`config.mk`:
```
export PLATFORM = sky130hd
export DESIGN_NAME = sio_addr_filter
export DESIGN_NICKNAME = d
export VERILOG_FILES = /design/src/rtl/sio_filt_pkg.sv /design/src/rtl/sio_filt_dp.sv /design/src/rtl/sio_filt_ctrl.sv /design/src/rtl/sio_addr_filter.sv
export SDC_FILE = /design/constraint.sdc
export NUM_CORES = 1
export LEC_CHECK = 0
export BUFFER_PORTS_ARGS = -buffer_cell sky130_fd_sc_hd__clkbuf_2
export CAP_MARGIN = 20
export CORE_ASPECT_RATIO = 1.5
export CORE_MARGIN = 8
export CORE_UTILIZATION = 40
export CTS_BUF_LIST = sky130_fd_sc_hd__clkbuf_8
export CTS_CLUSTER_SIZE = 25
export DETAILED_ROUTE_END_ITERATION = 8
export GPL_TIMING_DRIVEN = 0
export HOLD_SLACK_MARGIN = 0.03
export PLACE_DENSITY = 0.66
export SKIP_LAST_GASP = 1
export SYNTH_ARGS = -nofsm -noshare
export SYNTH_HDL_FRONTEND = slang
export SYNTH_SLANG_ARGS = --single-unit
```
`constraint.sdc`:
```
create_clock -name clk -period 1.95 [get_ports clk]
set_clock_uncertainty 0.2 [all_clocks]
set_input_delay 0.0975 -clock clk [delete_from_list [all_inputs] [get_ports clk]]
set_output_delay 0.0975 -clock clk [all_outputs]
set_load 0.03 [all_outputs]
```
`src/rtl/sio_filt_pkg.sv`:
```
package sio_filt_pkg;
  typedef struct packed {
    logic setRx;
    logic clrRx;
    logic setFerr;
    logic clrFerr;
    logic loadNinth;
    logic ninthVal;
  } filtStrobe_t;
endpackage

```
`src/rtl/sio_filt_dp.sv`:
```
module sio_filt_dp
  import sio_filt_pkg::*;
#(
  parameter int DATA_W = 8
) (
  input  logic              clk,
  input  logic              rstN,
  input  logic              cfgWrEn,
  input  logic              cfgSel,
  input  logic [DATA_W-1:0] cfgData,
  input  logic [DATA_W-1:0] rxData,
  input  filtStrobe_t       strobe,
  output logic              matchGiven,
  output logic              matchBcast,
  output logic              rxFlag,
  output logic              ferrFlag,
  output logic              ninthBit
);
  logic [DATA_W-1:0] stationAddr;
  logic [DATA_W-1:0] careMask;
  logic [DATA_W-1:0] bcastAddr;
  logic [DATA_W-1:0] givenOk;
  logic [DATA_W-1:0] bcastOk;

  always_ff @(posedge clk) begin
    if (!rstN) begin
      stationAddr <= '0;
      careMask    <= '0;
    end else if (cfgWrEn) begin
      if (cfgSel) careMask    <= cfgData;
      else        stationAddr <= cfgData;
    end
  end

  assign bcastAddr = stationAddr | careMask;

  // Per-bit comparison: a bit passes when it is don't care or agrees.
  for (genvar b = 0; b < DATA_W; b++) begin : g_bit
    assign givenOk[b] = !careMask[b] || (rxData[b] == stationAddr[b]);
    assign bcastOk[b] = !bcastAddr[b] || rxData[b];
  end

  assign matchGiven = &givenOk;
  assign matchBcast = &bcastOk;

  always_ff @(posedge clk) begin
    if (!rstN) begin
      rxFlag   <= 1'b0;
      ferrFlag <= 1'b0;
      ninthBit <= 1'b0;
    end else begin
      if (strobe.setRx)        rxFlag <= 1'b1;
      else if (strobe.clrRx)   rxFlag <= 1'b0;
      if (strobe.setFerr)      ferrFlag <= 1'b1;
      else if (strobe.clrFerr) ferrFlag <= 1'b0;
      if (strobe.loadNinth)    ninthBit <= strobe.ninthVal;
    end
  end
endmodule

```
`src/rtl/sio_filt_ctrl.sv`:
```
module sio_filt_ctrl
  import sio_filt_pkg::*;
#(
  parameter int MODE_W = 2
) (
  input  logic              frameDone,
  input  logic              stopBit,
  input  logic              rxNinth,
  input  logic [MODE_W-1:0] mode,
  input  logic              mpEn,
  input  logic              rxFlagClr,
  input  logic              ferrClr,
  input  logic              rxFlag,
  input  logic              matchGiven,
  input  logic              matchBcast,
  output filtStrobe_t       strobe
);
  logic nineBitMode;
  logic filtering;
  logic slotFree;
  logic addrOk;
  logic accept;

  always_comb begin
    nineBitMode = mode[MODE_W-1];
    filtering   = nineBitMode && mpEn;
    slotFree    = !rxFlag || rxFlagClr;
    addrOk      = !filtering || (rxNinth && (matchGiven || matchBcast));
    accept      = frameDone && slotFree && addrOk;

    strobe.setRx     = accept;
    strobe.clrRx     = rxFlagClr;
    strobe.setFerr   = frameDone && !stopBit;
    strobe.clrFerr   = ferrClr;
    strobe.loadNinth = accept;
    strobe.ninthVal  = nineBitMode && rxNinth;
  end
endmodule

```
`src/rtl/sio_addr_filter.sv`:
```
module sio_addr_filter
  import sio_filt_pkg::*;
#(
  parameter int DATA_W = 8,
  parameter int MODE_W = 2
) (
  input  logic              clk,
  input  logic              rstN,
  input  logic              cfgWrEn,
  input  logic              cfgSel,
  input  logic [DATA_W-1:0] cfgData,
  input  logic              frameDone,
  input  logic [DATA_W-1:0] rxData,
  input  logic              rxNinth,
  input  logic              stopBit,
  input  logic [MODE_W-1:0] mode,
  input  logic              mpEn,
  input  logic              rxFlagClr,
  input  logic              ferrClr,
  output logic              rxFlag,
  output logic              ferrFlag,
  output logic              ninthBit
);
  filtStrobe_t strobe;
  logic        matchGiven;
  logic        matchBcast;

  sio_filt_ctrl #(.MODE_W(MODE_W)) u_ctrl (
    .frameDone (frameDone),
    .stopBit   (stopBit),
    .rxNinth   (rxNinth),
    .mode      (mode),
    .mpEn      (mpEn),
    .rxFlagClr (rxFlagClr),
    .ferrClr   (ferrClr),
    .rxFlag    (rxFlag),
    .matchGiven(matchGiven),
    .matchBcast(matchBcast),
    .strobe    (strobe)
  );

  sio_filt_dp #(.DATA_W(DATA_W)) u_dp (
    .clk       (clk),
    .rstN      (rstN),
    .cfgWrEn   (cfgWrEn),
    .cfgSel    (cfgSel),
    .cfgData   (cfgData),
    .rxData    (rxData),
    .strobe    (strobe),
    .matchGiven(matchGiven),
    .matchBcast(matchBcast),
    .rxFlag    (rxFlag),
    .ferrFlag  (ferrFlag),
    .ninthBit  (ninthBit)
  );
endmodule

```
Word-level counts from Yosys, hierarchy flattened
Cells that the tools add are included.
Widths: inputs -> output; s select.
{"block": "word_totals", "word_cells": 69, "out_inout_bits": 3, "in_bits": 28, "regBits": 19}
{"block": "classes", "reduce_logical": 50, "n_eq_ne": 8, "muxes": 4, "bitwise": 2}
{"cell": "$logic_not 1->1", "n": 19}
{"cell": "$logic_or 1x1->1", "n": 19}
{"cell": "$reduce_and 8->1", "n": 2}
{"cell": "$eq 1x1->1", "n": 8}
{"cell": "$or 8x8->8", "n": 1}
{"cell": "$logic_and 1x1->1", "n": 6}
{"cell": "$mux 1", "n": 4}
{"cell": "$reduce_and 2->1", "n": 2}
{"cell": "$reduce_bool 2->1", "n": 2}
{"cell": "$not 1->1", "n": 1}

Longest topological paths before layout
Gate-level depths: netlist (run 1).
{"block": "depth", "word_depth": 9, "mapped_depth": 5, "depth_no_buf": 5}

Modules after synthesis
Synthesis (run 1) repeated with hierarchy kept, for this count alone.
{"block": "unflattened", "cells_unflattened": 116, "hier_area_um2": 959.7}
{"mod": "sio_filt_dp", "cells_each": 106, "area_per_inst_um2": 895.9, "instances": 1, "seq_area_each_um2": 380.4}
{"mod": "sio_filt_ctrl", "cells_each": 10, "area_per_inst_um2": 63.8, "instances": 1, "seq_area_each_um2": 0.0}

Least setup slack after synthesis (run 1)
Ideal clock, no wire load.
{"block": "synth_path", "path_kind": "flip-flop to flip-flop", "start": "register u_dp.stationAddr[0]", "end": "register u_dp.ninthBit", "arrival_time_ns": 1.333, "path_slack_ns": 0.299, "synth_period_minus_slack_ns": 1.651, "setup_ns": 0.119, "t_required_ns": 1.631, "path_stages_with_launch": 6, "n_path_buf": 0, "cell_sequence": "dfxtp_1 > nor2_1 > o22ai_1 > or4_1 > a41o_1 > mux2i_1"}
{"block": "synth_via", "elab_chain_len": 8, "word_cells_on_any_way": 11, "cone_classes": "eq/ne: 1; bitwise: 1; reduce/logical: 9"}
{"item": "start: declaration", "line": "sio_filt_dp.sv:19", "text": "logic [DATA_W-1:0] stationAddr;"}
{"item": "start signal: assignment", "line": "sio_filt_dp.sv:31", "text": "else stationAddr <= cfgData;"}
{"item": "$or 8x8->8", "line": "sio_filt_dp.sv:35", "text": "assign bcastAddr = stationAddr | careMask;"}
{"item": "$logic_not 1->1", "line": "sio_filt_dp.sv:40", "text": "assign bcastOk[b] = !bcastAddr[b] || rxData[b];"}
{"item": "$logic_or 1x1->1", "line": "sio_filt_dp.sv:40"}
{"item": "$reduce_and 8->1", "line": "sio_filt_dp.sv:44", "text": "assign matchBcast = &bcastOk;"}
{"item": "$logic_or 1x1->1 (*)", "line": "sio_filt_ctrl.sv:28", "text": "addrOk = !filtering || (rxNinth && (matchGiven || matchBcast));"}
{"item": "$logic_and 1x1->1 (*)", "line": "sio_filt_ctrl.sv:28"}
{"item": "$logic_or 1x1->1 (*)", "line": "sio_filt_ctrl.sv:28"}
{"item": "$logic_and 1x1->1 (*)", "line": "sio_filt_ctrl.sv:29", "text": "accept = frameDone && slotFree && addrOk;"}
{"item": "end signal: assignment", "line": "sio_filt_dp.sv:56", "text": "if (strobe.loadNinth) ninthBit <= strobe.ninthVal;"}
{"item": "end: declaration", "line": "sio_filt_dp.sv:17", "text": "output logic ninthBit"}
Mark *: on every way between the ends. The rest lies on a longest branch, timed or not.
A chain may end at the register's enable or synchronous reset.

Worst setup path after layout (run 1)
{"block": "layout_path", "start": "register u_dp.stationAddr[2]", "end": "register u_dp.ninthBit"}
The elaborated chain is that of the path after synthesis.

==> reports/metrics.yaml, run 1 <==
outcome:
  status: "completed"
placement:
  place_area_mm2: 0.00107
  gp_congestion: 0.748
  dp.cells: 153
  hpwlAfterDp_um: 1780
  io_buffers: 26
final_layout:
  antennaDiodeCount: 0
  final_nets: 176
  final_cell_count_no_fill: 170
  fin_area_mm2: 0.00125
  num-fill-cells: 219
  final_common_cell: "clkbuf_2"
  layout-drive-gt1-share_pct: 20.4
  syn_to_final_growth_pct: 36.6
  final_cell_mix: "26 x clkbuf_2, 19 x dfxtp_1, 13 x dlygate4sd3_1"
  post-route-util_pct: 56.5
pwr:
  p_total_mw: 0.845
  ir_drop_mv: 0.451
  powerDensity_mw_per_mm2: 677
  p_leak_nw: 0.539
timing:
  grt_setup_unrepaired: "false"
  hold_viol_final: 0
  tightest_slew_ps: 477
  maxSlewViolCount: 0
  fmax_mhz: 568
  period_share_pct: 90.3
  min_period_ps: 1760
  setup_viol: 0
  slew_headroom_pct: 68.2
  setup_tns_ps: 0
floorplan:
  rows: 21
  core_area_mm2: 0.00221
  die_w_um: 55.0
  die-area_mm2: 0.00410
  floorplan.initialDensity_pct: 41.4
  ioPinCount: 31
  die_h_um: 74.5
yosys:
  synth.avg_cell_area_um2: 8.78
  synth_seq_area_share_pct: 41.6
  ys_ff_latch: 19
  synth_area_leaders: "dfxtp_1 42%, mux2i_1 9.9%, xor2_1 7.7%"
  yosys.area.top_type: "dfxtp_1"
  synth_area_um2: 913
  synth_cell_types: 20
  synth_warnings: 0
  syn_inst: 104
  synth_nets: 132
  synth_top_area_share_pct: 41.6
grt:
  grt-ovfl-total: 0
  grt_max_degree: 11
  track_usage_pct: 13.2
  grt_pass1_wl_um: 4110
  grt_pass1_vias: 973
  antenna_found_initial: 0
clocking:
  cts.repair.resized: 0
  htree_num_levels: 1
  hold_buffers: 13
  cts_setup_buffers: 0
  clk_pin_slew_ps: 70
  clock_sinks: 19
  cts_max_path_buffers: 2
  clockRootBuffer: "clkbuf_8"
  cts_tree: "done"
  clkLatencyLatePin_ps: 260
  cts_buffers: 3
min_path:
  holdCritStartpoint: "mpEn"
  holdCritPathClass: "in2reg"
  hold_path_depth: 3
  holdPathEnd: "u_dp.rxFlag"
route:
  remaining_drc_errors: 0
  wl_per_cell_um: 13.8
  firstDrtPassIters: 4
  first_iter_violations: 24
  postRouteAntennaNets: 0
  vias: 897
  wl_um: 2340
  drt-vias-per-instance: 5.28
worst_setup_path:
  r2r-end: "u_dp.ninthBit"
  arrival_ps: 1710
  path_buf_inv: 0
  crit_path_max_incr_delay_ps: 550
  cp_cell_sequence: "nor2_1 -> o22ai_1 -> or4_1 -> a41o_1 -> mux2i_1"
  required_ps: 1900
  reg2reg_slack_ps: 190
  cp_slowest_cell: "or4_1"
  cp-end-kind: "flop"
  reg2reg_from: "u_dp.stationAddr[2]"
  r2r_cells: 5
  path_delay_family: "simple AND/OR/NAND/NOR gates"
  worstSetupPathType: "reg2reg"
  crit_path_start_kind: "flop"
  path_max_fanout: 3
flow_run:
  max-cap-violations: 0
cells in the mapped netlist, drive strengths merged:
master and count:
buf 1, nor2 8, nand2b 1, xor2 8, o211ai 1, or4 1
nand3 9, a22oi 4, and2 1, nor2b 9, nand2 11, mux2i 9
dfxtp 19, clkbuf 4, o22ai 5, nand4 1, inv 2, a21boi 9
a41o 1
metal layers:
| metal | GRT usage, % | vias to the layer above | wire length, um |
|---|---|---|---|
| met1 | 14.3 | 417 | 915 |
| met5 | 0 | - | 0 |
| met3 | 3.00 | 5 | 185 |
| met4 | 4.83 | 0 | 36 |
| li1 | - | 444 | - |
| met2 | 23.4 | 31 | 1200 |
kinds of logic after synthesis:
logic type,after synthesis,synth area share [%]
DFF,19,41.6
and+or+nand+nor,41,21.8
buffers and inverters,7,3.01
AOI/OAI and AO/OA,20,16.0
muxes,9,9.86
xor gates and xnor gates,8,7.67
sequential cells by signal (all words and copies together), names as in the netlist:
name,count
u_dp.ninthBit,1
u_dp.rxFlag,1
u_dp.ferrFlag,1
u_dp.stationAddr,8
u_dp.careMask,8
how the worst max path moves through the flow:
stage / startpoint / endpoint / slack [ps] / cells after the start
2_1_floorplan: u_dp.stationAddr[0] / u_dp.ninthBit / 300 / 5
3_5_place_dp: u_dp.stationAddr[0] / u_dp.ninthBit / 190 / 5
3_3_place_gp: u_dp.stationAddr[0] / u_dp.ninthBit / 210 / 5
6_report: u_dp.stationAddr[2] / u_dp.ninthBit / 190 / 5
5_1_grt: u_dp.stationAddr[5] / u_dp.ninthBit / 70 / 5
4_1_cts: u_dp.stationAddr[0] / u_dp.ninthBit / 190 / 5
stage by stage:
| stage | setup slack (ps) | hold WS (ps) |
|---|---|---|
| floorplan | 299 | 48.0 |
| global placement | 213 | 158 |
| detailed placement | 193 | 171 |
| CTS | 185 | 37.9 |
| global route | 71.8 | 76.8 |
| finish | 188 | 35.8 |
worst register-to-register path, cell delays in order (launching register included):
cell	delay, ps
dfxtp_1	330
nor2_1	100
o22ai_1	80
or4_1	550
a41o_1	280
mux2i_1	120
layout make-up:
type,count,area [um2],share of cell area [%]
inverters,2,7.51,0.602
well taps,23,28.8,2.31
multi-input cells,78,505,40.5
plain buffers,5,20.0,1.60
flip-flops and latches,19,380,30.5
clock buffers,3,41.3,3.31
repair buffers,39,260,20.9
clock inverters,1,3.75,0.301
power by group:
part	switching, mW	internal [mW]
combinational	0.0737	0.0814
clock	0.127	0.140
sequential	0.0149	0.408
No activity file was read; power rests on OpenSTA's default activity.
==> run 2, diff against run 1 <==
--- a/config.mk
+++ b/config.mk
@@ -13,7 +13,6 @@
 export CTS_BUF_LIST = sky130_fd_sc_hd__clkbuf_8
 export CTS_CLUSTER_SIZE = 25
 export DETAILED_ROUTE_END_ITERATION = 8
-export GPL_TIMING_DRIVEN = 0
 export HOLD_SLACK_MARGIN = 0.03
 export PLACE_DENSITY = 0.66
 export SKIP_LAST_GASP = 1
==> reports/metrics.yaml, run 2 (synthesis results as in run 1) <==
worst_setup_path:
  required_ps: 1900  # about the same
  cp_cell_sequence: "nor2_1 -> o22ai_1 -> or4_1 -> a41o_1 -> mux2i_1"  # unchanged
  endpoint: "u_dp.ninthBit"  # unchanged
  critPathLaunch: "u_dp.stationAddr[2]"  # unchanged
  r2r-end: "u_dp.ninthBit"  # unchanged
  worstSetupPathType: "reg2reg"  # unchanged
  r2r_cells: 5  # unchanged
  path_delay_family: "simple AND/OR/NAND/NOR gates"  # unchanged
  cp-end-kind: "flop"  # unchanged
  reg2reg_from: "u_dp.stationAddr[2]"  # unchanged
  arrival_ps: 1710  # about the same
  cp_slowest_cell: "or4_1"  # unchanged
  crit_path_start_kind: "flop"  # unchanged
  reg2reg_slack_ps: 200  # was 190 ps
  crit_path_max_incr_delay_ps: 540  # was 550 ps
  path_buf_inv: 0  # unchanged
  worst-path-stages: 5  # unchanged
  path_max_fanout: 3  # unchanged
route:
  postRouteAntennaNets: 0  # unchanged
  remaining_drc_errors: 0  # unchanged
  first_iter_violations: 27  # was 24
  vias: 888  # was 897
  wl_um: 2410  # was 2340 um
  drt-vias-per-instance: 5.25  # was 5.28
  wl_per_cell_um: 14.3  # was 13.8 um
  firstDrtPassIters: 4  # unchanged
placement:
  preCtsSetupSlack_ps: 190  # was 193 ps
  gp_congestion: 0.758  # was 0.748
  io_buffers: 29  # was 26
floorplan:
  core_area_mm2: 0.00221  # unchanged
  die_h_um: 74.5  # unchanged
  rows: 21  # unchanged
  die_w_um: 55.0  # unchanged
  ioPinCount: 31  # unchanged
  floorplan.initialDensity_pct: 41.4  # unchanged
  die-area_mm2: 0.00410  # unchanged
pwr:
  p_total_mw: 0.852  # was 0.845 mW
  powerDensity_mw_per_mm2: 681  # was 677 mW/mm2
  ir_drop_mv: 0.385  # was 0.451 mV
  p_leak_nw: 0.546  # was 0.539 nW
clocking:
  cts_setup_buffers: 0  # unchanged
  cts_tree: "done"  # unchanged
  htree_num_levels: 1  # unchanged
  hold_buffers: 13  # unchanged
  cts.repair.resized: 0  # unchanged
  clockRootBuffer: "clkbuf_8"  # unchanged
  clock_sinks: 19  # unchanged
  cts_max_path_buffers: 2  # unchanged
  cts_buffers: 3  # unchanged
  clkLatencyLatePin_ps: 260  # about the same
  clk_pin_slew_ps: 70  # about the same
grt:
  grt_pass1_wl_um: 4140  # was 4110 um
  grt_pass1_vias: 981  # was 973
  busiest_layer: "met2"  # unchanged
  grt-ovfl-total: 0  # unchanged
  track_usage_pct: 13.3  # was 13.2%
  antenna_found_initial: 0  # unchanged
  grt.met1_usage_pct: 13.7  # was 14.3%
  grt_util_met3_pct: 3.80  # was 3.00%
  grt_max_degree: 21  # was 11
  met2_usage_pct: 23.6  # was 23.4%
timing:
  min_period_ps: 1750  # was 1760 ps
  setup_ws_ps: 197  # was 188 ps
  setup_tns_ps: 0  # unchanged
  setup_viol: 0  # unchanged
  period_share_pct: 89.9  # was 90.3%
  tightest_slew_ps: 319  # was 477 ps
  grt_setup_unrepaired: "false"  # unchanged
  maxSlewViolCount: 0  # unchanged
  fmax_mhz: 570  # was 568 MHz
  hold_viol_final: 0  # unchanged
  slew_headroom_pct: 78.7  # was 68.2%
final_layout:
  final_cell_mix: "29 x clkbuf_2, 19 x dfxtp_1, 13 x dlygate4sd3_1"  # was 26 x clkbuf_2, 19 x dfxtp_1, 13 x dlygate4sd3_1
  final_nets: 175  # was 176
  antennaDiodeCount: 0  # unchanged
  reg_top3: "u_dp.careMask x8, u_dp.stationAddr x8"  # unchanged
  syn_to_final_growth_pct: 37.0  # was 36.6%
  layout-drive-gt1-share_pct: 23.3  # was 20.4%
  final_common_cell: "clkbuf_2"  # unchanged
  post-route-util_pct: 56.7  # was 56.5%
min_path:
  holdCritStartpoint: "mpEn"  # unchanged
  hold_path_depth: 3  # unchanged
  holdCritPathClass: "in2reg"  # unchanged
outcome:
  status: "completed"  # unchanged
flow_run:
  max-cap-violations: 0  # unchanged
[run 2: cell count changes in the layout (fill, tap and decap cells not counted), sizes merged]
cell	previous run	this run
clkbuf	33	32
clkinv	0	1
inv	3	2
[run 2: cell type report]
cell class	count	area, um2
clock inverters	1	5.00
well taps	23	28.8
flip-flops and latches	19	380
fillers	212	956
inverters	2	7.51
multi-input cells	78	505
clock buffers	3	41.3
repair buffers	43	283
[run 2: worst min path at each step]
stage                            end
floorplan              u_dp.ninthBit
global placement    u_dp.careMask[0]
detailed placement  u_dp.careMask[0]
CTS                      u_dp.rxFlag
global route        u_dp.careMask[0]
finish                   u_dp.rxFlag
[run 2: metal layers]
layer	wire length [um]	share of wire (%)
met1	914	38
met5	0	0
met4	36	1.5
met3	140	5.8
met2	1320	55
[run 2: power by group]
part | switching [mW] | internal, mW | leakage, nW
Clock | 0.131 | 0.142 | 0.0255
Combinational | 0.0735 | 0.0824 | 0.365
Sequential | 0.0154 | 0.408 | 0.156
[run 2: per-stage QoR]
step / area, um2 / std cells / hold slack, ps
floorplan: 913 / 104 / 48.0
global placement: 1070 / 152 / 159
detailed placement: 1070 / 152 / 170
CTS: 1250 / 169 / 39.0
global route: 1250 / 169 / 74.1
finish: 1250 / 169 / 33.4
[run 2: worst reg2reg max path: stages, from the launching register on]
cell     delay [ps]
dfxtp_1         330
nor2_1          110
o22ai_1          80
or4_1           540
a41o_1          270
mux2i_1         120
